## config.mk

```make
export PLATFORM = sky130hd
export DESIGN_NAME = pwm_input_cond
export DESIGN_NICKNAME = d
export VERILOG_FILES = /design/src/rtl/pic_pkg.sv /design/src/rtl/pic_sync.sv /design/src/rtl/pic_filter.sv /design/src/rtl/pic_event.sv /design/src/rtl/pwm_input_cond.sv
export SDC_FILE = /design/constraint.sdc
export NUM_CORES = 1
export LEC_CHECK = 0
export BUFFER_PORTS_ARGS = -buffer_cell sky130_fd_sc_hd__buf_2
export CELL_PAD_IN_SITES_DETAIL_PLACEMENT = 1
export CELL_PAD_IN_SITES_GLOBAL_PLACEMENT = 1
export CORE_UTILIZATION = 30
export CTS_BUF_LIST = sky130_fd_sc_hd__clkbuf_16
export DETAILED_ROUTE_END_ITERATION = 10
export PLACE_DENSITY_LB_ADDON = 0.15
export SYNTH_ARGS = -nofsm -noshare
export SYNTH_HDL_FRONTEND = slang
export SYNTH_SLANG_ARGS = --single-unit
```

## constraint.sdc

```tcl
create_clock -name clk -period 1.5 [get_ports clk]
set_clock_uncertainty 0.05 [all_clocks]
set_input_delay 0.15 -clock clk [delete_from_list [all_inputs] [get_ports clk]]
set_output_delay 0.15 -clock clk [all_outputs]
set_load 0.01 [all_outputs]
```

## src/rtl/pic_pkg.sv

```systemverilog
package pic_pkg;
  localparam int MODE_W = 4;

  typedef enum logic [MODE_W-1:0] {
    ACT_NONE        = 4'd0,
    ACT_RETRIG      = 4'd1,
    ACT_FAULT_AUTO  = 4'd2,
    ACT_FAULT_LATCH = 4'd3
  } act_mode_e;
endpackage

```

## src/rtl/pic_sync.sv

```systemverilog
module pic_sync #(
  parameter int STAGES = 2
) (
  input  logic clk,
  input  logic rst,
  input  logic rst_val,
  input  logic d,
  output logic q
);
  logic [STAGES-1:0] chain_q;

  always_ff @(posedge clk) begin
    if (rst) chain_q <= {STAGES{rst_val}};
    else     chain_q <= {chain_q[STAGES-2:0], d};
  end

  assign q = chain_q[STAGES-1];
endmodule

```

## src/rtl/pic_filter.sv

```systemverilog
module pic_filter #(
  parameter int HOLD = 4
) (
  input  logic clk,
  input  logic rst,
  input  logic rst_val,
  input  logic en,
  input  logic d,
  output logic q
);
  localparam int CW = (HOLD > 2) ? $clog2(HOLD) : 1;
  localparam logic [CW-1:0] LAST = CW'(HOLD - 1);

  logic          held_q;
  logic [CW-1:0] run_q;

  always_ff @(posedge clk) begin
    if (rst) begin
      held_q <= rst_val;
      run_q  <= '0;
    end else if (!en || d == held_q) begin
      held_q <= en ? held_q : d;
      run_q  <= '0;
    end else if (run_q == LAST) begin
      held_q <= d;
      run_q  <= '0;
    end else begin
      run_q  <= run_q + 1'b1;
    end
  end

  assign q = en ? held_q : d;
endmodule

```

## src/rtl/pic_event.sv

```systemverilog
module pic_event
  import pic_pkg::*;
(
  input  logic              clk,
  input  logic              rst,
  input  logic              active,
  input  logic              edge_sens,
  input  logic [MODE_W-1:0] mode,
  input  logic              clr,
  output logic              retrig_q,
  output logic              fault_q
);
  logic act_hist_q, auto_q, latch_q;
  logic rise, trig;

  assign rise = active & ~act_hist_q;
  assign trig = edge_sens ? rise : active;

  always_ff @(posedge clk) begin
    if (rst) begin
      act_hist_q <= 1'b0;
      retrig_q   <= 1'b0;
      auto_q     <= 1'b0;
      latch_q    <= 1'b0;
    end else begin
      act_hist_q <= active;
      retrig_q   <= (mode == ACT_RETRIG) & trig;
      auto_q     <= (mode == ACT_FAULT_AUTO) & trig;
      if (mode != ACT_FAULT_LATCH) latch_q <= 1'b0;
      else if (trig)               latch_q <= 1'b1;
      else if (clr && !active)     latch_q <= 1'b0;
    end
  end

  assign fault_q = auto_q | latch_q;
endmodule

```

## src/rtl/pwm_input_cond.sv

```systemverilog
module pwm_input_cond
  import pic_pkg::*;
#(
  parameter int NCH         = 2,
  parameter int SYNC_STAGES = 2,
  parameter int FILT_HOLD   = 4
) (
  input  logic                  clk,
  input  logic                  rst,
  input  logic                  pin_in,
  input  logic                  cmp_in,
  input  logic [NCH-1:0]        src_sel,
  input  logic [NCH-1:0]        filt_en,
  input  logic [NCH-1:0]        act_lvl,
  input  logic [NCH-1:0]        edge_sens,
  input  logic [NCH*MODE_W-1:0] mode_sel,
  input  logic [NCH-1:0]        async_en,
  input  logic [NCH-1:0]        fault_clr,
  output logic [NCH-1:0]        retrig,
  output logic [NCH-1:0]        fault,
  output logic                  async_off
);
  logic [NCH-1:0] raw, synced, cond, active, raw_hit;

  for (genvar i = 0; i < NCH; i++) begin : g_ch
    assign raw[i] = src_sel[i] ? cmp_in : pin_in;

    pic_sync #(.STAGES(SYNC_STAGES)) sync_i (
      .clk(clk), .rst(rst), .rst_val(~act_lvl[i]),
      .d(raw[i]), .q(synced[i])
    );

    pic_filter #(.HOLD(FILT_HOLD)) filt_i (
      .clk(clk), .rst(rst), .rst_val(~act_lvl[i]), .en(filt_en[i]),
      .d(synced[i]), .q(cond[i])
    );

    assign active[i]  = (cond[i] == act_lvl[i]);
    assign raw_hit[i] = async_en[i] & (raw[i] == act_lvl[i]);

    pic_event evt_i (
      .clk(clk), .rst(rst), .active(active[i]), .edge_sens(edge_sens[i]),
      .mode(mode_sel[i*MODE_W +: MODE_W]), .clr(fault_clr[i]),
      .retrig_q(retrig[i]), .fault_q(fault[i])
    );
  end

  assign async_off = |raw_hit;
endmodule

```

==> out/summary.txt <==
Post-CTS sizing = 0
Maximum VDD drop = 0.519 mV
CP required = 1570 ps
Worst path cell trace = mux2i_2, mux2i_1, a221oi_2
RSZ-0062 raised after global routing = false
Remaining DRCs = 0
Largest net degree at the start of global routing = 16
Drt initial violations = 2
Post-Syn Instances = 85
Root buffer cell = clkbuf_16
Skew-Pair Late Insertion Delay = 240 ps
Net count reported at finish = 136
EDFF count, synth = 2
Fin Setup TNS = 0 ps
First-pass GRT wire length = 2.67 mm
Final worst slack = 224 ps
Kind of critical path = reg -> reg
Netlist cell types = 22
CP Launch Type = flip-flop
Gr ovfl total = 0
Sequential element share of the synthesized area = 0.461
I/O Buffers = 28
Slew headroom = 0.790
Top post-synthesis cells by count = 16 x dfxtp_1, 13 x nor2_1, 7 x mux2i_1
Drt wl/cell = 11.0 µm
Die Height = 54.5 µm
Setup WS pre-CTS = 237 ps
Tightest Pin Transition = 306 ps
Status = finished clean
Number of core rows = 18
Total core area = 0.00254 mm²
Synth warn = 0
Area grow syn2layout = 24.7%
Global route hottest layer = met2
Yosys top cell by area = dfxtp_1
Worst path max stage delay = 410 ps
CP endpoint kind = flip-flop
Post-DP Area = 955 µm²
Slowest CP cell = edfxtp_1
Max Slew Vio Count = 0
Routed WL = 1.52 mm
Pwr Density = 1180 mW/mm²
Vias/cell = 4.68
Met3 GRT Util = 0.0333
Period minus WS final = 1280 ps
Clk buf depth = 2
Overall global routing resource usage = 0.129
Inserted Clock Buffers = 3
Share of the synthesized area in the top cell type = 0.388
Die Wd = 54.5 µm
Hold Buf Count CTS = 0
Full die area = 0.00297 mm²
CP arrival = 1340 ps
Largest cells by area after synthesis = dfxtp_1 39%, mux2i_1 8.5%, edfxtp_1 7.3%
Hold/Removal Path Class = in -> reg
M2 GR Usage = 0.222
Ys flop type = dfxtp_1
Clock H-tree levels = 1
Initial DRT Pass Iterations = 3
Async S/R FF share, synth = 0
Boundary Pins = 29
Endpoints failing setup = 0
RePlAce Congestion = 0.662
Clock slew at the register clock pins of the worst setup and hold paths = 50 ps
Antenna viol nets, final = 0
Power, Total = 1.21 mW
Post-Syn Nets = 111
Post CTS Setup Buffer Count = 0
Clock tree sinks = 18
Vias in the first global route = 713
Vias = 646
Antenna diodes = 0
Initial antenna violation count = 0
Most numerous cell in the Yosys netlist = dfxtp_1
Starting density of the core = 0.324
Hold Fails Final Rpt = 0
Synthesized area = 826 µm²
CTS tree = built
Dpl hpwl = 1.22 mm
Fin area = 0.00103 mm²
Layout cells sized above 1 = 0.343
Mean area per synthesized cell = 9.72 µm²
Met1 Track Usage GR = 0.142
Synthesized flop and latch total = 18
Pleak = 0.475 nW
CP delay by family, top = multiplexers
Worst Path Max Fanout = 3
Buf/Inv on CP = 0
MaxCap Viol Count = 0
Final Cycle Share = 0.851
Max Freq = 784 MHz
through the flow:
| stage | hold slack, ps | instances | utilization |
|---|---|---|---|
| after floorplan | 178 | 85 | - |
| after global placement | 288 | 135 | 0.375 |
| after detailed placement | 292 | 135 | 0.375 |
| after CTS | 29.2 | 138 | 0.405 |
| after global routing | 41.4 | 138 | 0.405 |
| final | 36.1 | 138 | 0.405 |
cells in the final DEF, fill, tap and decap left out:
master,n
a21oi_1,5
ha_1,2
nor3_1,4
inv_1,5
a21boi_0,2
a221oi_2,2
edfxtp_1,2
nand3b_1,2
nor2_1,13
clkbuf_16,3
or2_2,2
mux2i_2,2
mux2i_1,7
a22o_1,1
buf_2,28
xor2_1,4
dfxtp_1,16
xnor2_1,2
nand3_1,4
nand2_1,2
state kept, by name (all words and copies together), names as in the netlist:
register and flops:
g_ch.evt_i.auto_q 2, g_ch.evt_i.latch_q 2, g_ch.evt_i.act_hist_q 2, g_ch.filt_i.held_q 2
g_ch.sync_i.chain_q 4, g_ch.filt_i.run_q 4, g_ch.evt_i.retrig_q 2
power breakdown:
group          internal, mW  total [mW]  leakage, nW  switching [mW]
logic                0.0762       0.158        0.286          0.0814
registers             0.520       0.538        0.152          0.0179
clock network         0.350       0.519       0.0370           0.169
worst paths after layout:
kind,startpoint,to,slack (ps),depth (start not counted)
worst max-delay path,g_ch[1].filt_i.held_q$_DFFE_PP_,g_ch[1].evt_i.latch_q$_SDFFE_PP0P_,220,3
worst min-delay path,fault_clr[0],g_ch[0].evt_i.latch_q$_SDFFE_PP0P_,40,2
worst max register to register,g_ch[1].filt_i.held_q$_DFFE_PP_,g_ch[1].evt_i.latch_q$_SDFFE_PP0P_,220,3
worst min register to register,g_ch[1].filt_i.run_q[0]$_SDFF_PP0_,g_ch[1].filt_i.run_q[0]$_SDFF_PP0_,380,1
per-layer routing:
metal / wire length [µm] / vias up
li1: - / 328
met1: 671 / 299
met2: 758 / 17
met3: 76 / 2
met4: 10 / 0
met5: 0 / -
kinds of logic (layout without fill, tap and decap cells):
family,after synthesis,count (layout),synth area share
adder cells (fa/ha/maj),2,2,0.0303
AO/OA/AOI/OAI,10,10,0.0954
XOR/XNOR,6,6,0.0636
multiplexers,9,9,0.118
flip-flops,18,18,0.461
buffers and inverters,13,36,0.0818
AND/OR/NAND/NOR,27,27,0.150
final cells by class:
class                      instances  area [µm²]
sequential                        18         380
tap                               30        37.5
multi-input combinational         54         378
clock buffer                       3        75.1
timing repair buffer              28         140
inverter                           5        18.8
fill                             317        1520
(Power assumes the default switching activity.)
